===== src/rtl/tsel_pkg.sv =====
package tsel_pkg;
  typedef enum logic {
    POL_RR  = 1'b0,
    POL_CNT = 1'b1
  } tsel_policy_e;
endpackage


===== src/rtl/tsel_keygen.sv =====
module tsel_keygen #(
  parameter int T  = 4,
  parameter int CW = 4,
  parameter int TW = $clog2(T),
  localparam int KW = CW + TW
) (
  input  logic [TW-1:0]         ptr_i,
  input  logic                  policy_i,
  input  logic [T-1:0]          active_i,
  input  logic [T-1:0]          stall_i,
  input  logic [T-1:0][CW-1:0]  cnt_i,
  output logic [T-1:0]          elig_o,
  output logic [T-1:0][TW-1:0]  pos_o,
  output logic [T-1:0][KW-1:0]  key_o
);
  import tsel_pkg::*;

  for (genvar i = 0; i < T; i++) begin : g_thr
    int p;
    always_comb begin
      p = (i >= int'(ptr_i)) ? i - int'(ptr_i) : i + T - int'(ptr_i);
      pos_o[i]  = TW'(p);
      elig_o[i] = active_i[i] & ~stall_i[i];
      // rotation position in low bits breaks count ties
      key_o[i]  = {(tsel_policy_e'(policy_i) == POL_CNT) ? cnt_i[i] : CW'(0), pos_o[i]};
    end
  end
endmodule


===== src/rtl/tsel_pick.sv =====
module tsel_pick #(
  parameter int T  = 4,
  parameter int KW = 6
) (
  input  logic [T-1:0]         cand_i,
  input  logic [T-1:0][KW-1:0] key_i,
  output logic [T-1:0]         grant_o,
  output logic                 found_o
);
  logic [KW-1:0] best;

  always_comb begin
    grant_o = '0;
    found_o = 1'b0;
    best    = '1;
    for (int i = 0; i < T; i++) begin
      if (cand_i[i] && (!found_o || key_i[i] < best)) begin
        best       = key_i[i];
        grant_o    = '0;
        grant_o[i] = 1'b1;
        found_o    = 1'b1;
      end
    end
  end
endmodule


===== src/rtl/fetch_thread_sel.sv =====
module fetch_thread_sel #(
  parameter int T  = 4,
  parameter int M  = 2,
  parameter int N  = 8,
  parameter int CW = 4,
  localparam int TW  = $clog2(T),
  localparam int KW  = CW + TW,
  localparam int LPS = N / M
) (
  input  logic                 clk_i,
  input  logic                 rst_ni,
  input  logic                 policy_i,
  input  logic [T-1:0]         thread_active_i,
  input  logic [T-1:0]         thread_stall_i,
  input  logic [T-1:0][CW-1:0] inflight_cnt_i,
  input  logic                 fetch_accept_i,
  output logic [M-1:0]         sel_valid_o,
  output logic [M-1:0][T-1:0]  sel_onehot_o,
  output logic [M-1:0][TW-1:0] sel_tid_o,
  output logic [N-1:0]         lane_valid_o,
  output logic [N-1:0][TW-1:0] lane_tid_o
);
  logic [TW-1:0]        ptr_q;
  logic [T-1:0]         elig;
  logic [T-1:0][TW-1:0] pos;
  logic [T-1:0][KW-1:0] key;
  logic [M:0][T-1:0]    cand;
  logic [T-1:0]         sel_any;
  logic [TW-1:0]        far_pos;

  tsel_keygen #(.T(T), .CW(CW), .TW(TW)) i_keygen (
    .ptr_i   (ptr_q),
    .policy_i(policy_i),
    .active_i(thread_active_i),
    .stall_i (thread_stall_i),
    .cnt_i   (inflight_cnt_i),
    .elig_o  (elig),
    .pos_o   (pos),
    .key_o   (key)
  );

  assign cand[0] = elig;

  for (genvar m = 0; m < M; m++) begin : g_slot
    tsel_pick #(.T(T), .KW(KW)) i_pick (
      .cand_i (cand[m]),
      .key_i  (key),
      .grant_o(sel_onehot_o[m]),
      .found_o(sel_valid_o[m])
    );
    assign cand[m+1] = cand[m] & ~sel_onehot_o[m];

    always_comb begin
      sel_tid_o[m] = '0;
      for (int i = 0; i < T; i++)
        if (sel_onehot_o[m][i]) sel_tid_o[m] = TW'(i);
    end

    a_r2_eligible: assert property (@(posedge clk_i) disable iff (!rst_ni)
      sel_valid_o[m] |-> (thread_active_i[sel_tid_o[m]] && !thread_stall_i[sel_tid_o[m]]));

    if (m > 0) begin : g_ord
      a_r4_packed: assert property (@(posedge clk_i) disable iff (!rst_ni)
        sel_valid_o[m] |-> sel_valid_o[m-1]);
      a_r6_count_order: assert property (@(posedge clk_i) disable iff (!rst_ni)
        (policy_i && sel_valid_o[m]) |->
          (inflight_cnt_i[sel_tid_o[m-1]] <= inflight_cnt_i[sel_tid_o[m]]));
    end
  end

  for (genvar l = 0; l < N; l++) begin : g_lane
    assign lane_valid_o[l] = sel_valid_o[l / LPS];
    assign lane_tid_o[l]   = sel_tid_o[l / LPS];
  end

  // pointer moves past the selected thread furthest along in rotation
  always_comb begin
    sel_any = '0;
    for (int m = 0; m < M; m++) sel_any |= sel_onehot_o[m];
    far_pos = '0;
    for (int i = 0; i < T; i++)
      if (sel_any[i] && pos[i] > far_pos) far_pos = pos[i];
  end

  always_ff @(posedge clk_i or negedge rst_ni) begin
    if (!rst_ni) ptr_q <= '0;
    else if (fetch_accept_i && |sel_valid_o)
      ptr_q <= TW'((int'(ptr_q) + int'(far_pos) + 1) % T);
  end

  a_r3_distinct: assert property (@(posedge clk_i) disable iff (!rst_ni)
    $countones(sel_any) == $countones(sel_valid_o));
  a_r4_fill: assert property (@(posedge clk_i) disable iff (!rst_ni)
    ($countones(thread_active_i & ~thread_stall_i) >= M) |-> (&sel_valid_o));
  a_r8_ptr_hold: assert property (@(posedge clk_i) disable iff (!rst_ni)
    !(fetch_accept_i && |sel_valid_o) |=> $stable(ptr_q));
endmodule


===== config.mk =====
export PLATFORM = sky130hd
export DESIGN_NAME = fetch_thread_sel
export DESIGN_NICKNAME = d
export VERILOG_FILES = /design/src/rtl/tsel_pkg.sv /design/src/rtl/tsel_keygen.sv /design/src/rtl/tsel_pick.sv /design/src/rtl/fetch_thread_sel.sv
export SDC_FILE = /design/constraint.sdc
export NUM_CORES = 1
export LEC_CHECK = 0
export BUFFER_PORTS_ARGS = -buffer_cell sky130_fd_sc_hd__buf_2
export CORE_MARGIN = 3
export CORE_UTILIZATION = 45
export CTS_BUF_LIST = sky130_fd_sc_hd__clkbuf_2 sky130_fd_sc_hd__clkbuf_4 sky130_fd_sc_hd__clkbuf_8
export DETAILED_ROUTE_END_ITERATION = 12
export PLACE_DENSITY = 0.74
export SETUP_SLACK_MARGIN = 0.15
export SYNTH_ARGS = -nofsm -noshare
export SYNTH_HDL_FRONTEND = slang
export SYNTH_SLANG_ARGS = --single-unit

===== constraint.sdc =====
create_clock -name clk_i -period 31.1 [get_ports clk_i]
set_input_delay 3.11 -clock clk_i [delete_from_list [all_inputs] [get_ports clk_i]]
set_output_delay 3.11 -clock clk_i [all_outputs]
set_load 0.005 [all_outputs]

==> reports/qor.csv <==
stage;metric;value;unit
status;outcome;finished, final reports clean;
die;die_w;74.9;µm
clocking;clock_sinks;2;
yosys;synth-compound-area-share;29.2;%
final_layout;drive_gt1_share;29.8;%
drt;drc;0;
global_routing;grt_pass1_wl;9.23;mm
worst_setup_path;cp.arrival;18.29;ns
timing;final-setup-viol-count;0;
worst_setup_path;max_stage_delay;0.60;ns
hold_path;hold_path_class;reg2reg;
timing;finalSetupTns;0;ns
global_routing;met3_usage;3.34;%
yosys;synthSimpleGateAreaFrac;26.8;%
yosys;synth_adder_area_share;20.5;%
power_and_ir_drop;ir_drop;0.0385;mV
worst_setup_path;cp_slowest_cell;a221oi_1;
clocking;htreeDepth;1;
clocking;cts_root_buf;clkbuf_8;
final_layout;fin_cells;374;
global_routing;track_usage;20.2;%
drt;wl_per_cell;15.5;µm
timing;drv_slew;0;
clocking;ctsResizeCount;0;
global_routing;grt_max_degree;21;
die;start_util;47.8;%
final_layout;area_delta_synth_final;8.96;%
clocking;numCtsBuffers;3;
yosys;netlist_area;0.00214;mm²
die;die_y;74.9;µm
yosys;ys.warnings.count;0;
final_layout;antenna_cells;0;
job;drv_cap;0;
timing;clock_skew;0.00231;ns
die;dieArea;0.00561;mm²
place;dp.cells;371;
global_routing;globalRoute.totalOverflow;0;
global_routing;met2_usage;33.6;%
yosys;syn-num-nets;352;
hold_path;holdPathStages;3;
final_layout;nNetsFinal;387;
power_and_ir_drop;pwr_density_cell;50.0;mW/mm²
clocking;cts_max_path_buffers;2;
place;dp_hpwl;4.78;mm
final_layout;largest-register;ptr_q;
timing;worst_pin_slew;0.717;ns
worst_setup_path;r2r_cells;59;
clocking;post-cts-setup-buffer-count;0;
yosys;yosysSeqAreaShare;2.34;%
power_and_ir_drop;leakage;1.30;nW
final_layout;biggestRegsByFlops;ptr_q: 2 flops;
clocking;path_clk_slew;0.03;ns
worst_setup_path;crit_type;in2reg;
yosys;ys.flop_type;dfrtp_1;
global_routing;grt_pass1_vias;2055;
yosys;synth_top_area_share;20.5;%
yosys;synthMuxAreaShare;6.97;%
place;gp_congestion;0.967;
clocking;hold_buffers;0;
yosys;synthXorXnorAreaFrac;0;%
power_and_ir_drop;total_power;0.116;mW
drt;vias;2280;
global_routing;grt.busiest_layer;met2;
die;row_count;24;
worst_setup_path;path_max_fanout;15;
worst_setup_path;end_kind;flip-flop;
global_routing;antenna_found_initial;0;
yosys;synth_top_family_by_area;compound AO/OA/AOI/OAI gates;
die;io_pins;66;
drt;drt-pass1-iter-count;5;
yosys;postSynthAreaPerCell;7.39;µm²
final_layout;largest_reg_flops;2;
clocking;tritoncts;yes;
clocking;clk_latency;0.21;ns
place;io_buffers;65;
drt;ant_nets;0;
timing;final.min_clock_period;18.17;ns
drt;wirelength;5.80;mm
yosys;ys_seq_elements;2;
die;coreArea;0.00447;mm²
worst_setup_path;crit_top_cell;ha_1;
yosys;synth_top_cell_by_area;ha_1;
yosys;async_reset_ff_share;100;%
timing;period_share;58.4;%
timing;final_hold_viol_count;0;
worst_setup_path;start_kind;input pin;
drt;drt_iter0_markers;205;
drt;routed_via_density;6.10;
timing;slew-limit-headroom;52.2;%
yosys;ys_top_cells_by_area;ha_1 (20%), buf_4 (9.1%), mux2_2 (5.8%), nand2_1 (5.4%), a21oi_1 (4.9%);
timing;rsz0062_at_grt;false;
worst_setup_path;required;31.22;ns
global_routing;use_met1;27.6;%
yosys;synth_edf_count;0;
yosys;yosysUniqueCellTypes;61;
yosys;synthesis.instances;289;
timing;fmaxAchievable;55.0;MHz
[final timing paths]
kind                                 startpoint                    to  slack [ns]
max                           thread_stall_i[0]  ptr_q[1]$_DFFE_PN0P_       12.93
min                        ptr_q[1]$_DFFE_PN0P_  ptr_q[1]$_DFFE_PN0P_        0.79
max reg2reg                ptr_q[0]$_DFFE_PN0P_  ptr_q[1]$_DFFE_PN0P_       15.54
min reg2reg                ptr_q[1]$_DFFE_PN0P_  ptr_q[1]$_DFFE_PN0P_        0.79
max in group asynchronous                rst_ni  ptr_q[1]$_DFFE_PN0P_       28.32
min in group asynchronous                rst_ni  ptr_q[0]$_DFFE_PN0P_        2.68
[layout make-up]
cell class | count | area [µm²]
multi-input cells | 235 | 1780
well taps | 52 | 65.1
inverters | 17 | 63.8
fillers | 446 | 2150
flip-flops and latches | 2 | 50.0
repair buffers | 65 | 325
clock buffers | 3 | 41.3
[cell usage after synthesis (all sizes together), types with 4 or more instances]
cell,n
buf,30
nand2,32
a21oi,21
and2,11
o21ai,14
nand3,11
and3,9
nand2b,5
a211o,4
nor3,6
ha,35
a21o,5
nor2b,5
mux2,12
a221oi,4
clkbuf,5
a21boi,5
a31oi,4
inv,17
nor2,13
[worst max-delay path: cells and delay by family]
kind	cells	cell delay (ns)
AND/OR/NAND/NOR	15	3.48
AO/OA/AOI/OAI	32	7.53
buffers and inverters	1	0.11
adder cells (fa/ha/maj)	9	2.63
multiplexers	4	1.39
[cells by family after synthesis]
group,Yosys count
AOI/OAI and AO/OA,82
adders and majority gates,35
buffers and inverters,52
DFF,2
muxes,13
and+or+nand+nor,105
[per-layer routing]
layer	wire length [µm]	share of wire, %
met1	2540	44
met2	2700	47
met3	502	8.7
met4	53	0.91
met5	0	0
[report_power, final]
| part | internal, mW | total, mW | switching (mW) | leakage [nW] |
|---|---|---|---|---|
| logic | 0.0417 | 0.0982 | 0.0564 | 1.25 |
| clock network | 0.00817 | 0.0101 | 0.00191 | 0.0216 |
| registers | 0.00398 | 0.00816 | 0.00418 | 0.0235 |
| total | 0.0539 | 0.116 | 0.0625 | 1.30 |
[placed cells by master, fill, tap and decap left out, types with 8 or more instances in the layout]
cell type / instances
a21oi_1: 21
and2_1: 11
and3_1: 8
buf_2: 65
ha_1: 35
inv_1: 16
mux2_2: 11
nand2_1: 31
nand3_1: 11
nor2_1: 13
o21ai_0: 12
[stage by stage]
stage	hold slack (ns)	area [µm²]	util (%)	setup slack, ns
2_1_floorplan	0.705	2140	-	14.72
3_5_place_dp	0.778	2290	51.1	13.02
3_3_place_gp	0.757	2290	51.1	13.27
6_report	0.795	2330	52.0	12.93
5_1_grt	0.814	2330	52.0	12.21
4_1_cts	0.784	2330	52.0	13.16
Power figures use the tool's default switching activity.
